==> src/rtl/mdio_pkg.sv <==
package mdio_pkg;
  typedef enum logic [1:0] {
    REG_CMD = 2'd0,
    REG_DIV = 2'd1,
    REG_EVT = 2'd2,
    REG_CTL = 2'd3
  } mdio_reg_e;

  localparam logic [1:0] OP_READ  = 2'b10;
  localparam logic [1:0] OP_WRITE = 2'b01;
  localparam int CMD_W = 32;
  localparam int DATA_BITS = 16;
endpackage

==> src/rtl/mdio_clkgen.sv <==
module mdio_clkgen #(
  parameter int DIV_W = 8
) (
  input  logic             clk,
  input  logic             rst,
  input  logic             start,
  input  logic             run,
  input  logic [DIV_W-1:0] div_val,
  output logic             mdc,
  output logic             rise,
  output logic             fall
);
  logic [DIV_W-1:0] half_q;
  logic [DIV_W-1:0] cnt_q;
  logic             edge_now;

  assign edge_now = run && (cnt_q == half_q);
  assign rise     = edge_now && !mdc;
  assign fall     = edge_now && mdc;

  always_ff @(posedge clk) begin
    if (rst) begin
      half_q <= '0;
      cnt_q  <= '0;
      mdc    <= 1'b0;
    end else if (start) begin
      half_q <= div_val;
      cnt_q  <= '0;
      mdc    <= 1'b0;
    end else if (run) begin
      if (edge_now) begin
        cnt_q <= '0;
        mdc   <= ~mdc;
      end else begin
        cnt_q <= cnt_q + 1'b1;
      end
    end else begin
      cnt_q <= '0;
      mdc   <= 1'b0;
    end
  end

  assert_phase_bound_R7: assert property (@(posedge clk) disable iff (rst)
    run |-> (cnt_q <= half_q));
  assert_mdc_idle_low_R7: assert property (@(posedge clk) disable iff (rst)
    (!run && !start) |=> !mdc);
endmodule

==> src/rtl/mdio_shift_engine.sv <==
module mdio_shift_engine
  import mdio_pkg::*;
#(
  parameter int PRE_LEN = 32
) (
  input  logic                 clk,
  input  logic                 rst,
  input  logic                 start,
  input  logic [CMD_W-1:0]     cmd,
  input  logic                 rise,
  input  logic                 fall,
  input  logic                 mdio_i,
  output logic                 busy,
  output logic                 done,
  output logic                 mdio_o,
  output logic                 mdio_oe,
  output logic [DATA_BITS-1:0] rx_data
);
  localparam int FRAME_BITS = PRE_LEN + CMD_W;
  localparam int POS_W      = $clog2(FRAME_BITS + 1);
  localparam logic [POS_W-1:0] LAST_POS = POS_W'(FRAME_BITS - 1);
  localparam logic [POS_W-1:0] TA_POS   = POS_W'(PRE_LEN + 14);
  localparam logic [POS_W-1:0] DATA_POS = POS_W'(PRE_LEN + 16);

  logic [FRAME_BITS-1:0] sh_q;
  logic [FRAME_BITS-1:0] sh_load;
  logic [POS_W-1:0]      pos_q;
  logic [POS_W-1:0]      pos_nx;
  logic                  rd_q;

  assign sh_load = {{PRE_LEN{1'b1}}, cmd};
  assign pos_nx  = pos_q + 1'b1;

  always_ff @(posedge clk) begin
    if (rst) begin
      sh_q    <= '0;
      pos_q   <= '0;
      rd_q    <= 1'b0;
      busy    <= 1'b0;
      done    <= 1'b0;
      mdio_o  <= 1'b0;
      mdio_oe <= 1'b0;
      rx_data <= '0;
    end else begin
      done <= 1'b0;
      if (start && !busy) begin
        sh_q    <= sh_load;
        pos_q   <= '0;
        rd_q    <= (cmd[29:28] == OP_READ);
        busy    <= 1'b1;
        mdio_o  <= sh_load[FRAME_BITS-1];
        mdio_oe <= 1'b1;
        rx_data <= '0;
      end else if (busy) begin
        if (rise && rd_q && (pos_q >= DATA_POS)) begin
          rx_data <= {rx_data[DATA_BITS-2:0], mdio_i};
        end
        if (fall) begin
          if (pos_q == LAST_POS) begin
            busy    <= 1'b0;
            done    <= 1'b1;
            mdio_o  <= 1'b0;
            mdio_oe <= 1'b0;
          end else begin
            pos_q   <= pos_nx;
            sh_q    <= {sh_q[FRAME_BITS-2:0], 1'b0};
            mdio_o  <= sh_q[FRAME_BITS-2];
            mdio_oe <= !(rd_q && (pos_nx >= TA_POS));
          end
        end
      end
    end
  end

  assert_released_on_read_R5: assert property (@(posedge clk) disable iff (rst)
    (busy && rd_q && (pos_q >= TA_POS)) |-> !mdio_oe);
  assert_driven_on_write_R2: assert property (@(posedge clk) disable iff (rst)
    (busy && !rd_q) |-> mdio_oe);
  assert_done_ends_busy_R6: assert property (@(posedge clk) disable iff (rst)
    done |-> !busy);
endmodule

==> src/rtl/mdio_regs.sv <==
module mdio_regs
  import mdio_pkg::*;
#(
  parameter int DIV_W = 8
) (
  input  logic                 clk,
  input  logic                 rst,
  input  logic                 wr_en,
  input  logic [1:0]           wr_addr,
  input  logic [CMD_W-1:0]     wr_data,
  input  logic [1:0]           rd_addr,
  output logic [CMD_W-1:0]     rd_data,
  input  logic                 busy,
  input  logic                 done,
  input  logic [DATA_BITS-1:0] rx_data,
  output logic                 start,
  output logic [CMD_W-1:0]     cmd_q,
  output logic [DIV_W-1:0]     div_q
);
  logic en_q;
  logic evt_q;
  logic wr_cmd;
  logic evt_clr;

  assign wr_cmd  = wr_en && (wr_addr == REG_CMD) && !busy;
  assign start   = wr_cmd && en_q;
  assign evt_clr = wr_en && (wr_addr == REG_EVT) && wr_data[0];

  always_ff @(posedge clk) begin
    if (rst) begin
      cmd_q <= '0;
      div_q <= '0;
      en_q  <= 1'b0;
      evt_q <= 1'b0;
    end else begin
      if (wr_cmd) begin
        cmd_q <= wr_data;
      end else if (done && (cmd_q[29:28] == OP_READ)) begin
        cmd_q[DATA_BITS-1:0] <= rx_data;
      end
      if (wr_en && (wr_addr == REG_DIV)) div_q <= wr_data[DIV_W-1:0];
      if (wr_en && (wr_addr == REG_CTL)) en_q  <= wr_data[0];
      if (done)         evt_q <= 1'b1;
      else if (evt_clr) evt_q <= 1'b0;
    end
  end

  always_ff @(posedge clk) begin
    if (rst) begin
      rd_data <= '0;
    end else begin
      case (rd_addr)
        REG_CMD: rd_data <= cmd_q;
        REG_DIV: rd_data <= {{(CMD_W-DIV_W){1'b0}}, div_q};
        REG_EVT: rd_data <= {{(CMD_W-2){1'b0}}, busy, evt_q};
        default: rd_data <= {{(CMD_W-1){1'b0}}, en_q};
      endcase
    end
  end

  assert_event_sticky_R6: assert property (@(posedge clk) disable iff (rst)
    (evt_q && !evt_clr) |=> evt_q);
  assert_cmd_frozen_busy_R9: assert property (@(posedge clk) disable iff (rst)
    (busy && wr_en && (wr_addr == REG_CMD)) |=> (cmd_q == $past(cmd_q)));
  assert_no_start_disabled_R8: assert property (@(posedge clk) disable iff (rst)
    !en_q |-> !start);
endmodule

==> src/rtl/mdio_mgmt.sv <==
module mdio_mgmt
  import mdio_pkg::*;
#(
  parameter int DIV_W   = 8,
  parameter int PRE_LEN = 32
) (
  input  logic        clk,
  input  logic        rst,
  input  logic        wr_en,
  input  logic [1:0]  wr_addr,
  input  logic [31:0] wr_data,
  input  logic [1:0]  rd_addr,
  output logic [31:0] rd_data,
  output logic        mdc,
  output logic        mdio_o,
  output logic        mdio_oe,
  input  logic        mdio_i
);
  logic                 start;
  logic                 busy;
  logic                 done;
  logic                 rise;
  logic                 fall;
  logic [CMD_W-1:0]     cmd_q;
  logic [DIV_W-1:0]     div_q;
  logic [DATA_BITS-1:0] rx_data;

  mdio_regs #(.DIV_W(DIV_W)) u_regs (
    .clk(clk), .rst(rst), .wr_en(wr_en), .wr_addr(wr_addr), .wr_data(wr_data),
    .rd_addr(rd_addr), .rd_data(rd_data), .busy(busy), .done(done),
    .rx_data(rx_data), .start(start), .cmd_q(cmd_q), .div_q(div_q)
  );

  mdio_clkgen #(.DIV_W(DIV_W)) u_clk (
    .clk(clk), .rst(rst), .start(start), .run(busy), .div_val(div_q),
    .mdc(mdc), .rise(rise), .fall(fall)
  );

  mdio_shift_engine #(.PRE_LEN(PRE_LEN)) u_eng (
    .clk(clk), .rst(rst), .start(start), .cmd(wr_data), .rise(rise),
    .fall(fall), .mdio_i(mdio_i), .busy(busy), .done(done),
    .mdio_o(mdio_o), .mdio_oe(mdio_oe), .rx_data(rx_data)
  );

  assert_edges_only_busy_R7: assert property (@(posedge clk) disable iff (rst)
    (rise || fall) |-> busy);
endmodule

==> config.mk <==
export PLATFORM = sky130hd
export DESIGN_NAME = mdio_mgmt
export DESIGN_NICKNAME = d
export VERILOG_FILES = /design/src/rtl/mdio_pkg.sv /design/src/rtl/mdio_clkgen.sv /design/src/rtl/mdio_shift_engine.sv /design/src/rtl/mdio_regs.sv /design/src/rtl/mdio_mgmt.sv
export SDC_FILE = /design/constraint.sdc
export NUM_CORES = 1
export LEC_CHECK = 0
export ABC_AREA = 1
export BUFFER_PORTS_ARGS = -buffer_cell sky130_fd_sc_hd__buf_2
export CORE_ASPECT_RATIO = 0.9
export CORE_MARGIN = 1.5
export CORE_UTILIZATION = 40
export DETAILED_ROUTE_END_ITERATION = 10
export PLACE_DENSITY = 0.69
export SYNTH_ARGS = -nofsm -noshare
export SYNTH_HDL_FRONTEND = slang
export SYNTH_SLANG_ARGS = --single-unit
==> constraint.sdc <==
create_clock -name clk -period 1.8 [get_ports clk]
set_input_delay 0.09 -clock clk [delete_from_list [all_inputs] [get_ports clk]]
set_output_delay 0.09 -clock clk [all_outputs]
set_load 0.1 [all_outputs]
# Yosys cells after proc, flatten, opt, wreduce, memory -nomap -nowiden

Index checks and enable logic that the tools add are counted.

Register bits after elaboration: 182
Input port bits: 40
Word-level logic and storage cells: 89

$add $sub $neg: 2
Order comparisons: 2
Equal/unequal tests: 10
Mux-type cells: 22
Bitwise gates (word level): 4
Reductions and logical operators: 32

Operator list:

| operator                                               | count |
|---|---|
| 2-to-1 mux 63 bit                                      | 4 |
| one-hot mux 32 bit (3 select lines)                    | 1 |
| 2-to-1 mux 16 bit                                      | 2 |
| logical AND 1 bit                                      | 15 |
| 2-to-1 mux 1 bit                                       | 15 |
| >= comparator 7 x 6 -> 1 bit (second input constant)   | 2 |
| == test 2 bit (second input constant)                  | 5 |
| adder 8 x 1 -> 8 bit (second input constant)           | 1 |
| == test 8 bit                                          | 1 |
| nonzero test 2 bit                                     | 4 |
| OR reduction 4 bit                                     | 2 |
| adder 7 x 1 -> 7 bit (second input constant)           | 1 |
| == test 7 x 6 -> 1 bit (second input constant)         | 1 |
| AND reduction 3 bit                                    | 2 |
| == test 2 x 1 -> 1 bit (second input constant)         | 2 |
| logical NOT 2 bit                                      | 2 |
| inverter 1 bit                                         | 4 |
| AND reduction 2 bit                                    | 2 |
| logical NOT 1 bit                                      | 3 |
| OR reduction 3 bit                                     | 1 |
| inequality test 2 x 1 -> 1 bit (second input constant) | 1 |
| OR reduction 2 bit                                     | 1 |

# Longest topological paths before layout

Gate-level depths: netlist of the first run.

Depth in word-level cells: 8
Mapped depth: 13
Depth with buffers taken out: 12

# Cells and area by module

A second synthesis of the first run with hierarchy kept.

Cells, all modules: 968
Area, all modules: 7330.8 um2

By module, submodules not included:

| module            | instances | cells an instance | area an instance (um2) |
|---|---|---|---|
| mdio_shift_engine | 1         | 477               | 3712.3 |
| mdio_regs         | 1         | 360               | 2750.1 |
| mdio_clkgen       | 1         | 131               | 868.3 |

# Least setup slack after synthesis of the first run

Ideal clock, no wire load.

Path kind: register to register
Start point: register u_clk.mdc
End point: register u_eng.rx_data[2]
Setup time: 86 ps
Arrival: 1752 ps
Required time: 1714 ps
Setup slack: -37 ps
Stages on the path, launching flop included: 6
Path buffers: 1
Period minus slack after synthesis: 1837 ps
Cell sequence: dfxtp_1 a211oi_1 nand3_2 clkbuf_1 nor2_1 a211oi_1

Cells in the longest elaborated chain, start to end: 5

RTL lines:

| what                           | line                    | text |
|---|---|---|
| from (decl)                    | mdio_clkgen.sv:9        | `output logic mdc,` |
| from (signal assigned)         | mdio_clkgen.sv:33       | `mdc <= ~mdc;` |
| logical NOT 1 bit              | mdio_clkgen.sv:18       | `assign rise = edge_now && !mdc;` |
| logical AND 1 bit              | mdio_clkgen.sv:18       |  |
| logical AND 1 bit (2 in a row) | mdio_shift_engine.sv:55 | `if (rise && rd_q && (pos_q >= DATA_POS)) begin` |
| AND reduction 2 bit (no line)  | --                      |  |
| to (signal assigned)           | mdio_shift_engine.sv:56 | `rx_data <= {rx_data[DATA_BITS-2:0], mdio_i};` |
| to (decl)                      | mdio_shift_engine.sv:17 | `output logic [DATA_BITS-1:0] rx_data` |

Every way passes these cells.
A chain may end at the register's enable or synchronous reset.

# Worst setup path after layout of the first run

Start point: input port wr_en
End point: register u_eng.rx_data[8]

Cells in the longest elaborated chain, start to end: 5

RTL lines:

| what                           | line                    | text |
|---|---|---|
| from (decl)                    | mdio_mgmt.sv:9          | `input logic wr_en,` |
| logical AND 1 bit (2 in a row) | mdio_regs.sv:25         | `assign wr_cmd = wr_en && (wr_addr == REG_CMD) && !busy;` |
| logical AND 1 bit              | mdio_regs.sv:26         | `assign start = wr_cmd && en_q;` |
| logical AND 1 bit              | mdio_shift_engine.sv:46 | `if (start && !busy) begin` |
| OR reduction 2 bit (no line)   | --                      |  |

Every way passes these cells.

==> results of run 1 <==
[metal layers]
| metal | part of all wire [%] | vias up |
|---|---|---|
| met5 | 0 | - |
| met4 | 1.1 | 0 |
| met3 | 6.0 | 18 |
| met2 | 43 | 196 |
| met1 | 49 | 3126 |
| li1 | - | 3589 |
[report_power, final]
| group | internal, mW | total, mW | switching [mW] |
|---|---|---|---|
| Clock | 2.39 | 4.01 | 1.62 |
| Combinational | 0.186 | 0.534 | 0.348 |
| Sequential | 4.08 | 4.11 | 0.0260 |
| Total | 6.66 | 8.65 | 1.99 |
[per-stage QoR]
step                worst slack [ns]  TNS [ns]
floorplan                     0.2073         0
global placement              0.1098         0
detailed placement           0.08929         0
CTS                          0.03985         0
global route                -0.04062   -0.1487
finish                       0.08861         0
[final cells by class]
type,instances,area [µm²],share of cell area [%]
clock inverter,12,190.2,1.997
clock buffer,20,446.7,4.689
inverter,122,467.9,4.913
sequential,182,3661,38.43
multi-input combinational,695,3378,35.47
antenna,1,2.502,0.02627
tap,250,312.8,3.284
timing repair buffer,138,1066,11.19
[sequential cells by signal (all words and copies together), names as in the netlist, 7 cells and up]
signal          flops
u_eng.rx_data      16
u_regs.rd_data     32
u_clk.half_q        8
u_eng.sh_q         63
u_regs.cmd_q       32
u_regs.div_q        8
u_clk.cnt_q         8
u_eng.pos_q         7
[cell families (layout without fill, tap and decap cells)]
logic type               count (synthesis)  count (layout)  share of synthesized area (%)
other                                    0               1                              0
XOR/XNOR                                 2               2                         0.2241
buffers and inverters                  187             292                          10.60
adder cells (fa/ha/maj)                  4               4                         0.6402
AND/OR/NAND/NOR                        494             495                          28.23
AO/OA/AOI/OAI                          194             194                          13.70
flip-flops                             182             182                          46.61
[critical path, stage by stage]
cell and delay, ns:
dlygate4sd3_1 0.54, buf_2 0.14, inv_2 0.06, nor2_8 0.10, nand3_4 0.14, nor2_8 0.19
inv_6 0.12, nand2_2 0.11, clkinvlp_4 0.25, o21ai_1 0.19, a21oi_1 0.06
[cells in the mapped netlist (10+ instances only)]
master    instances
a21oi_1          87
buf_2            18
buf_4            11
clkbuf_1         26
dfxtp_1         182
inv_1           113
nand2_1         209
nand3_1          99
nor2_1          126
nor3_1           10
o21ai_0          71
o311ai_0         10
or2_2            33
[worst max-delay path by stage]
stage	start	end	slack, ns	depth (start not counted)
4_1_cts	wr_en	u_eng.rx_data[8]	0.04	11
5_1_grt	u_clk.cnt_q[3]	u_eng.sh_q[28]	-0.04	12
3_5_place_dp	u_eng.busy	u_eng.sh_q[4]	0.09	8
3_3_place_gp	u_clk.cnt_q[5]	u_eng.sh_q[28]	0.11	12
2_1_floorplan	u_eng.pos_q[0]	u_eng.sh_q[30]	0.21	10
6_report	wr_en	u_eng.rx_data[8]	0.09	11
[what timing repair did]
| action | CTS | global route |
|---|---|---|
| hold endpoints to repair | 28 | 0 |
| setup endpoints to repair | 0 | 72 |
| setup buffers | 0 | 3 |
| gates resized for setup | 0 | 25 |
| hold buffers | 27 | 0 |
==> metrics.cfg, run 1 <==
[run_status]
status = finished, final reports clean

[global_routing]
grt_pass1_wl_mm = 29.86
grt_pass1_vias = 5990
met2_usage_pct = 28.26
grt.total_usage_pct = 18.43
grt-ovfl-total = 0
use_met3_pct = 4.545
grt_start_max_net_pins = 75
busiest_layer = met2
globalRouteMet1Util_pct = 25.81
antenna_found_initial = 0

[timing]
final_hold_viol_count = 0
rsz0062_at_grt = true
hold_slack_ns = 0.01989
clock_skew_ns = 0.01065
worst_slew_pin_slew_ns = 0.5217
final_max_slew_viol_count = 0
slew_headroom_pct = 65.09
fin_crit_sh_pct = 95.08
fmax_mhz = 584.3
fin_crit_ns = 1.711
setup_viol = 0

[yosys]
syn_area_um2 = 7817
async_reset_ff_share_pct = 0
syn-mean-instance-area_um2 = 7.354
seq_area_frac_synth_pct = 46.61
ys_types = 38
synth_edf_count = 0
synth_warnings = 0
synth_top_flop_cell = dfxtp_1
syn-num-nets = 1107
ys_seq_elements = 182
synth_top_area_share_pct = 46.61
yosysTopAreaCell = dfxtp_1
synth_area_leaders = dfxtp_1 (47%), nand2_1 (10%), nand3_1 (6.3%)
synthCells = 1063

[worst_setup_path]
path_max_fanout = 25
worst_setup_path_start_kind = input pin
rr_startpoint = u_eng.pos_q[0]
rrSetupSlack_ns = 0.11
crit_required_ns = 2.10
r2r.worst_path.cells = 10
cp-end-kind = flop
worstSetupPathType = input pin to flop
crit_arrival_ns = 2.01
worstReg2RegEnd = u_eng.sh_q[22]

[worst_hold_path]
hp-class = input pin to flop
whs_path_depth = 3
min-delay-start = wr_addr[1]
whs_endpoint = u_regs.en_q

[cells_and_area]
stdcell_count = 1420
nets = 1200
mostFrequentLayoutCells = nand2_1 (207), dfxtp_1 (170), nor2_1 (120), inv_1 (111), nand3_1 (99)
syn_to_final_growth_pct = 21.85
fillCellCount = 1814
final_core_util_pct = 49.72
finish.instance_area_um2 = 9525
layout-drive-gt1-share_pct = 18.65
final_common_cell = nand2_1

[detailed_routing]
ant_nets = 0
wl_per_cell_um = 13.30
vias_per_cell = 4.880
vias = 6929
drt_iter0_drc = 568
drt_pre_antenna_iters = 5
wirelength_mm = 18.88
drcViolationCount = 0

[placement]
place_area_um2 = 8491
gp_congestion = 0.8791
port_buffers = 74
dp_cells = 1354
place_hpwl_mm = 12.16

[clock_network]
clock-sinks = 182
cts_buffers = 17
path_clk_slew_ns = 0.07
cts_max_level = 4
cts_tree = built
cts_buffer_depth = 2
root_buffer = clkbuf_16
insertion_delay_ns = 0.43

[floorplan]
die_area_um2 = 20390
rows = 48
io_pins = 75
initial_core_util_pct = 40.80
die_x_um = 150.4
die_y_um = 135.6
core_um2 = 19160

[power_and_ir_drop]
p_leak_nw = 4.237
irDropWorstVdd_mv = 0.6034
power_mw = 8.650
pwr_density_cell_nw_per_um2 = 908.1

[flow_run]
cap_violations = 0

No activity file was read; power rests on OpenSTA's default activity.
==> run 2: changes to the inputs <==
Settings changed: ABC_AREA 1 to default, CORE_MARGIN 1.5 to default.
==> run 2 against run 1 <==
Net effect: the run now ends with negative setup slack left; cell count shrank 20%; non-clock buffer count is 29 higher; sequential share of layout area grew 1.8 points; sequential power about the same; die area shrank 12%; hold slack improved by 0.0037 ns; global-route usage is 0.46 points lower; critical path type is now flop to flop; highest routed layer unchanged.
==> metrics.cfg, run 2 <==
[floorplan]
io_pins = 75
rows = 45
core_um2 = 16890
die_y_um = 126.9
die_x_um = 140.8
die_area_um2 = 17870
initial_core_util_pct = 41.07

[yosys]
synthTopCellsByCount = dfxtp_1 (182), nand2_1 (180), nor2_1 (97)
synth_top_flop_cell = dfxtp_1
ys_types = 44
synth_area_leaders = dfxtp_1 (53%), nand2_1 (9.7%), mux2i_1 (7.1%)
ys_seq_elements = 182
syn_area_um2 = 6937
yosysTopAreaCell = dfxtp_1
synth_top_area_share_pct = 52.53
synth.most_common_cell = dfxtp_1
syn-mean-instance-area_um2 = 8.814
seq_area_frac_synth_pct = 52.53
synth_edf_count = 0
async_reset_ff_share_pct = 0
synth_warnings = 0
synthCells = 787
syn-num-nets = 831

[cells_and_area]
reg_top3 = u_eng.sh_q x63, u_regs.cmd_q x32, u_regs.rd_data x32
largest_reg_flops = 63
largest_register = u_eng.sh_q
final_common_cell = nand2_1
fillCellCount = 1504
layout-drive-gt1-share_pct = 23.73
mostFrequentLayoutCells = nand2_1 (170), dfxtp_1 (168), nor2_1 (97), buf_2 (73), mux2i_1 (49)
syn_to_final_growth_pct = 31.40
layout.area.seq_um2 = 3666
nets = 959
antenna-diode-count = 0
multi_input_area_um2 = 3259
finish.instance_area_um2 = 9115

[detailed_routing]
wl_per_cell_um = 14.14
vias_per_cell = 5.128
drcViolationCount = 0
drt_pre_antenna_iters = 5
wirelength_mm = 16.09
drt_iter0_drc = 342
vias = 5836
ant_nets = 0

[timing]
fin_crit_sh_pct = 105.9
layout_setup_ws_ns = -0.1063
clock_skew_ns = 0.01037
final_hold_viol_count = 0
rsz0062_at_grt = true
hold_slack_ns = 0.02364
worst_slew_pin_slew_ns = 0.5513
fin_crit_ns = 1.906
setup_viol = 77
slew_headroom_pct = 63.13
fmax_mhz = 524.6
final_max_slew_viol_count = 0

[global_routing]
grt-ovfl-total = 0
grt_pass1_wl_mm = 25.84
grt_start_max_net_pins = 93
antenna_found_initial = 0
grt.total_usage_pct = 17.97
grt_pass1_vias = 5407

[worst_setup_path]
worst_setup_path_start_kind = flop
crit_required_ns = 2.14
crit_arrival_ns = 2.24
cp-end-kind = flop
worstSetupPathType = flop to flop
path_max_fanout = 7

[worst_hold_path]
hp-class = input pin to flop

[clock_network]
cts_buffer_depth = 2
root_buffer = clkbuf_16
insertion_delay_ns = 0.42
cts_buffers = 17
clock-sinks = 182
cts_max_level = 4
path_clk_slew_ns = 0.07
cts_tree = built

[placement]
gp_congestion = 0.8181
pre_cts_ws_ns = -0.3423
port_buffers = 74
place_area_um2 = 7863
place_hpwl_mm = 9.918

[power_and_ir_drop]
irDropWorstVdd_mv = 0.7058
p_leak_nw = 3.686
pwr_density_cell_nw_per_um2 = 876.1

[run_status]
violations = negative setup slack
status = complete, but fails checks

[flow_run]
cap_violations = 0

[run 2: cell types whose count changed in the layout (fill, tap and decap cells not counted), sizes merged, moves of 31 or more]
cell / change
inv: -113
nand2: -33
o21ai: -67
a311oi: +31
a21oi: -49
a31oi: +32
nor2: -32
mux2i: +49
nand3: -94
or2: -32
[run 2: per-layer routing]
| layer | wire length [µm] | global-route usage [%] | vias to the layer above | share of wire [%] |
|---|---|---|---|---|
| li1 | - | - | 2945 | - |
| met1 | 7961 | 24.08 | 2769 | 49 |
| met2 | 7291 | 28.59 | 107 | 45 |
| met3 | 666 | 4.115 | 15 | 4.1 |
| met4 | 167 | 5.882 | 0 | 1.0 |
| met5 | 0 | 0 | - | 0 |
[run 2: cell families (layout without fill, tap and decap cells)]
logic type / after synthesis / in the layout / synth area share (%)
simple gates: 335 / 335 / 20.58
compound gates: 133 / 133 / 12.91
xor+xnor: 16 / 16 / 2.129
mux: 50 / 50 / 7.395
fa+ha+maj: 4 / 4 / 0.7215
buf+inv: 67 / 207 / 3.734
flops: 182 / 182 / 52.53
[run 2: critical path, cell delays in order, from the launching register on]
cell	delay, ns
dfxtp_2	0.33
xnor2_1	0.17
nand4_1	0.15
buf_6	0.16
nor4b_4	0.30
buf_6	0.22
clkbuf_16	0.18
nand2_2	0.05
a311oi_2	0.25
[run 2: metrics by stage]
| stage | TNS [ns] | total power, mW | instances | util, % |
|---|---|---|---|---|
| after floorplan | -2.824 | 4.405 | 787 | - |
| after global placement | -15.99 | 4.537 | 1063 | 46.55 |
| after detailed placement | -18.23 | 4.542 | 1063 | 46.55 |
| after CTS | -1.267 | 8.038 | 1131 | 52.47 |
| after global routing | -12.15 | 8.258 | 1138 | 53.96 |
| final | -3.599 | 7.986 | 1138 | 53.96 |
[run 2: cell type report]
type	instances	area share (%)
inverters	9	0.3706
well taps	211	2.896
clock inverters	8	0.6863
flip-flops and latches	182	40.22
repair buffers	167	14.72
clock buffers	23	5.353
multi-input cells	538	35.76
[run 2: worst paths after layout]
kind | from | end | slack (ns) | cells past startpoint
setup / recovery | u_clk.cnt_q[0] | u_eng.sh_q[1] | -0.11 | 8
hold / removal | rd_addr[1] | u_regs.rd_data[1] | 0.02 | 3
setup reg to reg | u_clk.cnt_q[0] | u_eng.sh_q[1] | -0.11 | 8
hold reg to reg | u_regs.cmd_q[30] | u_regs.cmd_q[30] | 0.45 | 2
[run 2: timing repair]
action,CTS,global route
resized for setup,18,38
cloned,1,2
hold buffers,34,0
pin swaps,15,24
buffers inserted,2,5
setup endpoints to repair,69,86
endpoints found under the hold margin,68,0
[run 2: power by group]
group | switching, mW | internal, mW | leakage [nW]
logic | 0.246 | 0.165 | 1.94
registers | 0.0285 | 4.08 | 1.48
clock network | 1.54 | 1.92 | 0.268
total | 1.82 | 6.17 | 3.69
